===== src/rtl/tbi_pkg.sv =====
package tbi_pkg;

    typedef enum logic [2:0] {
        RX_IDLE  = 3'd0,
        RX_BITS  = 3'd1,
        RX_GAP   = 3'd2,
        RX_ENDED = 3'd3
    } rx_state_e;

    typedef struct packed {
        logic byte_done;
        logic msg_end;
        logic long_quiet;
    } irq_events_t;

    localparam int IRQ_BYTE_POS = 0;
    localparam int IRQ_EOM_POS  = 1;
    localparam int IRQ_LONG_POS = 3;

    function automatic logic [7:0] irq_word(input irq_events_t f);
        logic [7:0] w;
        w = 8'h00;
        w[IRQ_BYTE_POS] = f.byte_done;
        w[IRQ_EOM_POS]  = f.msg_end;
        w[IRQ_LONG_POS] = f.long_quiet;
        return w;
    endfunction

endpackage


===== src/rtl/silence_timer.sv =====
module silence_timer #(
    parameter int TICKS_PER_UNIT = 16,
    parameter int CNT_W          = 5,
    parameter int LONG_UNITS     = 11
) (
    input  logic             clk,
    input  logic             rst,
    input  logic             tick,
    input  logic             bit_stb,
    output logic [CNT_W-1:0] sil_cnt,
    output logic             long_ev
);
    localparam int SUB_W = (TICKS_PER_UNIT > 1) ? $clog2(TICKS_PER_UNIT) : 1;
    localparam logic [SUB_W-1:0] SUB_LAST = SUB_W'(TICKS_PER_UNIT - 1);
    localparam logic [CNT_W-1:0] CNT_MAX  = '1;
    localparam logic [CNT_W-1:0] LONG_PRE = CNT_W'(LONG_UNITS - 1);
    localparam logic [CNT_W-1:0] LONG_HIT = CNT_W'(LONG_UNITS);

    logic [SUB_W-1:0] sub_cnt;
    logic [CNT_W-1:0] cnt;
    logic             unit_wrap;

    assign unit_wrap = tick && (sub_cnt == SUB_LAST);
    assign long_ev   = !bit_stb && unit_wrap && (cnt == LONG_PRE);
    assign sil_cnt   = cnt;

    always_ff @(posedge clk) begin
        if (rst) begin
            sub_cnt <= '0;
            cnt     <= '0;
        end else if (bit_stb) begin
            sub_cnt <= '0;
            cnt     <= '0;
        end else if (tick) begin
            if (unit_wrap) begin
                sub_cnt <= '0;
                cnt     <= (cnt == CNT_MAX) ? cnt : cnt + 1'b1;
            end else begin
                sub_cnt <= sub_cnt + 1'b1;
            end
        end
    end


    bit_clears_chk: assert property (@(posedge clk) disable iff (rst)
        bit_stb |=> (cnt == '0) && (sub_cnt == '0));


    sat_hold_chk: assert property (@(posedge clk) disable iff (rst)
        (cnt == CNT_MAX) && !bit_stb |=> cnt == CNT_MAX);


    long_event_chk: assert property (@(posedge clk) disable iff (rst)
        (cnt == LONG_HIT) && ($past(cnt) == LONG_PRE) |-> $past(long_ev));

endmodule


===== src/rtl/eom_detector.sv =====
module eom_detector
    import tbi_pkg::*;
#(
    parameter int EOM_TICKS = 6
) (
    input  logic      clk,
    input  logic      rst,
    input  logic      tick,
    input  logic      bit_stb,
    input  logic      byte_stb,
    output logic      eom_ev,
    output rx_state_e state
);
    localparam int GAP_W = $clog2(EOM_TICKS + 1);
    localparam logic [GAP_W-1:0] GAP_PRE = GAP_W'(EOM_TICKS - 1);
    localparam logic [GAP_W-1:0] GAP_TOP = GAP_W'(EOM_TICKS);

    logic [GAP_W-1:0] gap;
    logic             pending;
    logic             activity;
    logic             quiet_tick;

    assign activity   = bit_stb || byte_stb;
    assign quiet_tick = tick && !activity;
    assign eom_ev     = pending && quiet_tick && (gap == GAP_PRE);

    always_ff @(posedge clk) begin
        if (rst) begin
            gap     <= '0;
            pending <= 1'b0;
            state   <= RX_IDLE;
        end else begin
            if (activity)
                gap <= '0;
            else if (tick && gap != GAP_TOP)
                gap <= gap + 1'b1;

            if (byte_stb)
                pending <= 1'b1;
            else if (eom_ev)
                pending <= 1'b0;

            if (byte_stb)
                state <= RX_GAP;
            else if (bit_stb)
                state <= RX_BITS;
            else if (eom_ev)
                state <= RX_ENDED;
        end
    end


    eom_once_chk: assert property (@(posedge clk) disable iff (rst)
        eom_ev |=> (state == RX_ENDED) && !pending);


    ended_not_armed_chk: assert property (@(posedge clk) disable iff (rst)
        state == RX_ENDED |-> !pending);


    byte_state_chk: assert property (@(posedge clk) disable iff (rst)
        byte_stb |=> state == RX_GAP);

endmodule


===== src/rtl/irq_flags.sv =====
module irq_flags
    import tbi_pkg::*;
(
    input  logic        clk,
    input  logic        rst,
    input  irq_events_t ev,
    input  logic        rd,
    output logic [7:0]  irq_reg
);
    irq_events_t flags;

    always_ff @(posedge clk) begin
        if (rst)
            flags <= '0;
        else
            flags <= (rd ? irq_events_t'('0) : flags) | ev;
    end

    assign irq_reg = irq_word(flags);


    byte_sets_chk: assert property (@(posedge clk) disable iff (rst)
        ev.byte_done |=> irq_reg[IRQ_BYTE_POS]);


    sticky_chk: assert property (@(posedge clk) disable iff (rst)
        irq_reg[IRQ_EOM_POS] && !rd |=> irq_reg[IRQ_EOM_POS]);


    read_clears_chk: assert property (@(posedge clk) disable iff (rst)
        rd && (ev == '0) |=> irq_reg == 8'h00);


    event_wins_chk: assert property (@(posedge clk) disable iff (rst)
        rd && ev.msg_end |=> irq_reg[IRQ_EOM_POS]);


    spare_zero_chk: assert property (@(posedge clk) disable iff (rst)
        (irq_reg & 8'hF4) == 8'h00);

endmodule


===== src/rtl/tone_bus_idle_irq.sv =====
module tone_bus_idle_irq
    import tbi_pkg::*;
#(
    parameter int TICKS_PER_UNIT = 16,
    parameter int EOM_TICKS      = 6,
    parameter int LONG_UNITS     = 11
) (
    input  logic       clk,
    input  logic       rst,
    input  logic       ms_tick,
    input  logic       rx_bit,
    input  logic       rx_byte,
    input  logic       irq_rd,
    output logic [7:0] irq_reg,
    output logic [7:0] status_reg
);
    localparam int STATE_W = $bits(rx_state_e);
    localparam int CNT_W   = 8 - STATE_W;

    logic [CNT_W-1:0] sil_cnt;
    logic             long_ev;
    logic             eom_ev;
    rx_state_e        state;
    irq_events_t      events;

    silence_timer #(
        .TICKS_PER_UNIT(TICKS_PER_UNIT),
        .CNT_W         (CNT_W),
        .LONG_UNITS    (LONG_UNITS)
    ) u_timer (
        .clk    (clk),
        .rst    (rst),
        .tick   (ms_tick),
        .bit_stb(rx_bit),
        .sil_cnt(sil_cnt),
        .long_ev(long_ev)
    );

    eom_detector #(
        .EOM_TICKS(EOM_TICKS)
    ) u_eom (
        .clk     (clk),
        .rst     (rst),
        .tick    (ms_tick),
        .bit_stb (rx_bit),
        .byte_stb(rx_byte),
        .eom_ev  (eom_ev),
        .state   (state)
    );

    always_comb begin
        events.byte_done  = rx_byte;
        events.msg_end    = eom_ev;
        events.long_quiet = long_ev;
    end

    irq_flags u_flags (
        .clk    (clk),
        .rst    (rst),
        .ev     (events),
        .rd     (irq_rd),
        .irq_reg(irq_reg)
    );

    assign status_reg = {state, sil_cnt};

endmodule


===== config.mk =====
export PLATFORM = sky130hd
export DESIGN_NAME = tone_bus_idle_irq
export DESIGN_NICKNAME = d
export VERILOG_FILES = /design/src/rtl/tbi_pkg.sv /design/src/rtl/silence_timer.sv /design/src/rtl/eom_detector.sv /design/src/rtl/irq_flags.sv /design/src/rtl/tone_bus_idle_irq.sv
export SDC_FILE = /design/constraint.sdc
export NUM_CORES = 1
export LEC_CHECK = 0
export BUFFER_PORTS_ARGS = -buffer_cell sky130_fd_sc_hd__buf_2
export CORE_UTILIZATION = 51
export CTS_CLUSTER_DIAMETER = 120
export CTS_CLUSTER_SIZE = 16
export DETAILED_ROUTE_END_ITERATION = 10
export GPL_ROUTABILITY_DRIVEN = 0
export PLACE_DENSITY_LB_ADDON = 0.12
export SLEW_MARGIN = 20
export SYNTH_ARGS = -nofsm -noshare
export SYNTH_HDL_FRONTEND = slang
export SYNTH_SLANG_ARGS = --single-unit
export TNS_END_PERCENT = 5

===== constraint.sdc =====
create_clock -name clk -period 1.9 [get_ports clk]
set_clock_uncertainty 0.1 [all_clocks]
set_input_delay 0.19 -clock clk [delete_from_list [all_inputs] [get_ports clk]]
set_output_delay 0.19 -clock clk [all_outputs]
set_load 0.01 [all_outputs]

==> impl_metrics.toml <==
[power]
total_power_mw = 0.618
power_leakage_nw = 0.415
p_per_area_nw_per_um2 = 631
peakVddDrop_uv = 297

[clocking]
worstSkewPairLatency_ns = 0.28
clk_pin_slew_worst_paths_ns = 0.09
cts_made_buffers = 3
clock-sinks = 18
cts_max_level = 1
post_cts_buffers = 0
cts_tree = "built"
cts_root_buffer = "clkbuf_4"
cts.repair.resized = 0
clock_path_buffers = 2
holdBufCountCts = 0

[setup_path]
worstSetupPathType = "reg2reg"
rr_startpoint = "u_timer.sil_cnt[0]"
required_ns = 2.02
cpPeakStageDelay_ns = 0.50
cp-start-kind = "flip-flop"
worstPathArrival_ns = 1.90
reg2reg_slack_ns = 0.12
cp_slowest_cell = "or4_1"
crit_cells = 5
crit_chain = "ha_1 > and3_1 > ha_2 > or4_1 > a21oi_1"
endpoint_kind = "flip-flop"
path_max_fanout = 9
rr_endpoint = "u_timer.sil_cnt[3]"
critPathTopFamily = "simple AND/OR/NAND/NOR gates"
critical_path_buf_inv_count = 0
reg2reg_depth = 5

[logic_synthesis]
syn_inst = 101
yosysTopAreaCell = "dfxtp_1"
yosys-top-cells-count = "18 x dfxtp_1, 11 x a21oi_1, 8 x nor2_1"
yosysTopAreaCellShare = 0.398
yosysMostFrequentCell = "dfxtp_1"
synth_edf_count = 0
ys_types = 32
ys.flop_type = "dfxtp_1"
syn_area_um2 = 905
ys_seq_area_frac = 0.398
async_flop_share = 0
yosysWarningCount = 0
syn_avg_cell_area_um2 = 8.96
ys_ff_latch = 18
synthTopCellsByArea = "dfxtp_1 40%, ha_1 9.7%, a21oi_1 6.1%, buf_4 5.0%, or3_1 3.5%"

[floorplan]
core-area_um2 = 1580
dieArea_um2 = 1950
die_h_um = 44.1
die_w_um = 44.1
design.portCount = 22
num_rows = 14
initial_core_util = 0.574

[layout]
nFillCells = 144
diodes = 0
final_cells = 131
area_growth_pct = 8.30
layout-drive-gt1-share = 0.209
final_util = 0.621
fin_nets = 130
postLayoutCellArea_um2 = 980
largest_register_ffs = 5
multi_input_area_um2 = 479
regArea_um2 = 360

[timing]
min_period_over_period = 0.938
fin_crit_ns = 1.78
final.setup.tns_ns = 0
hold_viol = 0
fmax_ghz = 0.561
grt_setup_unrepaired = "no"
slew_viol_final = 0
setup_viol = 0

[route]
viasPerCell = 5.50
wire_per_inst_um = 11.6
vias = 720
drt_wl_total_mm = 1.52
drc = 1
final_antenna_net_count = 0
first_pass_iters = 6
drt_first_iter_violations = 11

[grt]
grt_pass1_vias = 621
grt_first_pass_wirelength_mm = 2.58
grt_overflow_total = 0
grt_start_max_net_pins = 12
antenna_found_initial = 0
grtUsageTotal = 0.180

[placement]
dp_hpwl_mm = 1.12
dp_cells = 128
placed_area_um2 = 955
portBuffers = 15

[worst_hold_path]
holdCritStartpoint = "rst"
worstHoldPathType = "in2reg"
hold_path_end = "u_flags.irq_reg[1]"
holdPathStages = 2

[run_status]
violations = "DRC"
outcome = "complete, but fails checks"

[job]
max_cap_violations = 0
## stage by stage
stage	setup slack, ns	hold slack, ns
floorplan	0.126	0.166
detailed placement	0.0837	0.341
CTS	0.0586	0.0567
finish	0.118	0.0630
global route	0.0179	0.0652
global placement	0.117	0.336
## area by class of cell
class                      instances  area share
multi-input combinational         74       0.489
sequential                        18       0.368
clock buffer                       3      0.0230
timing repair buffer              16      0.0843
tap                               16      0.0204
inverter                           4      0.0153
## layout by cell type, fill, tap and decap left out, drive strengths merged, types with 2 or more instances in the layout
master / Yosys / layout
conb: 1 / 6
buf: 10 / 16
nand2b: 4 / 4
dfxtp: 18 / 18
ha: 7 / 7
o31ai: 3 / 3
nand4: 2 / 2
a2111oi: 2 / 2
clkbuf: 0 / 3
nor2: 8 / 8
a21oi: 11 / 11
o21ai: 5 / 5
nand2: 7 / 7
inv: 4 / 4
or3: 5 / 5
## cell families (layout without fill, tap and decap cells)
group	count (synthesis)	in the layout	synth area share
AND/OR/NAND/NOR	33	33	0.196
flip-flops	18	18	0.398
other	1	6	0.00415
AO/OA/AOI/OAI	25	25	0.178
XOR/XNOR	2	2	0.0194
buffers and inverters	14	23	0.0954
adder cells (fa/ha/maj)	7	7	0.0968
multiplexers	1	1	0.0111
## worst max-delay path by stage
stage	to	from
floorplan	u_timer.sil_cnt[3]	u_timer.sil_cnt[0]
global placement	u_timer.sil_cnt[3]	u_timer.sil_cnt[0]
detailed placement	u_timer.sil_cnt[3]	u_timer.sil_cnt[0]
CTS	u_timer.sil_cnt[3]	u_timer.sil_cnt[0]
global route	u_timer.sil_cnt[2]	u_timer.sil_cnt[0]
finish	u_timer.sil_cnt[3]	u_timer.sil_cnt[0]
## power by group
part / total [mW] / internal, mW / switching [mW]
registers: 0.390 / 0.385 / 0.00499
clock network: 0.180 / 0.0734 / 0.106
logic: 0.0486 / 0.0175 / 0.0311
## worst register-to-register path, cell delays in order (launching register included)
cell     delay [ns]
dfxtp_1        0.36
ha_1           0.22
and3_1         0.18
ha_2           0.21
or4_1          0.50
a21oi_1        0.15
## per-layer routing
metal / up-vias / part of all wire / global-route usage
met4: 0 / 0.0059 / 0.0909
met2: 17 / 0.48 / 0.291
li1: 374 / - / -
met1: 327 / 0.47 / 0.225
met3: 2 / 0.041 / 0.0408
met5: - / 0 / 0
Note: power is estimated with default switching activity, not from simulation.
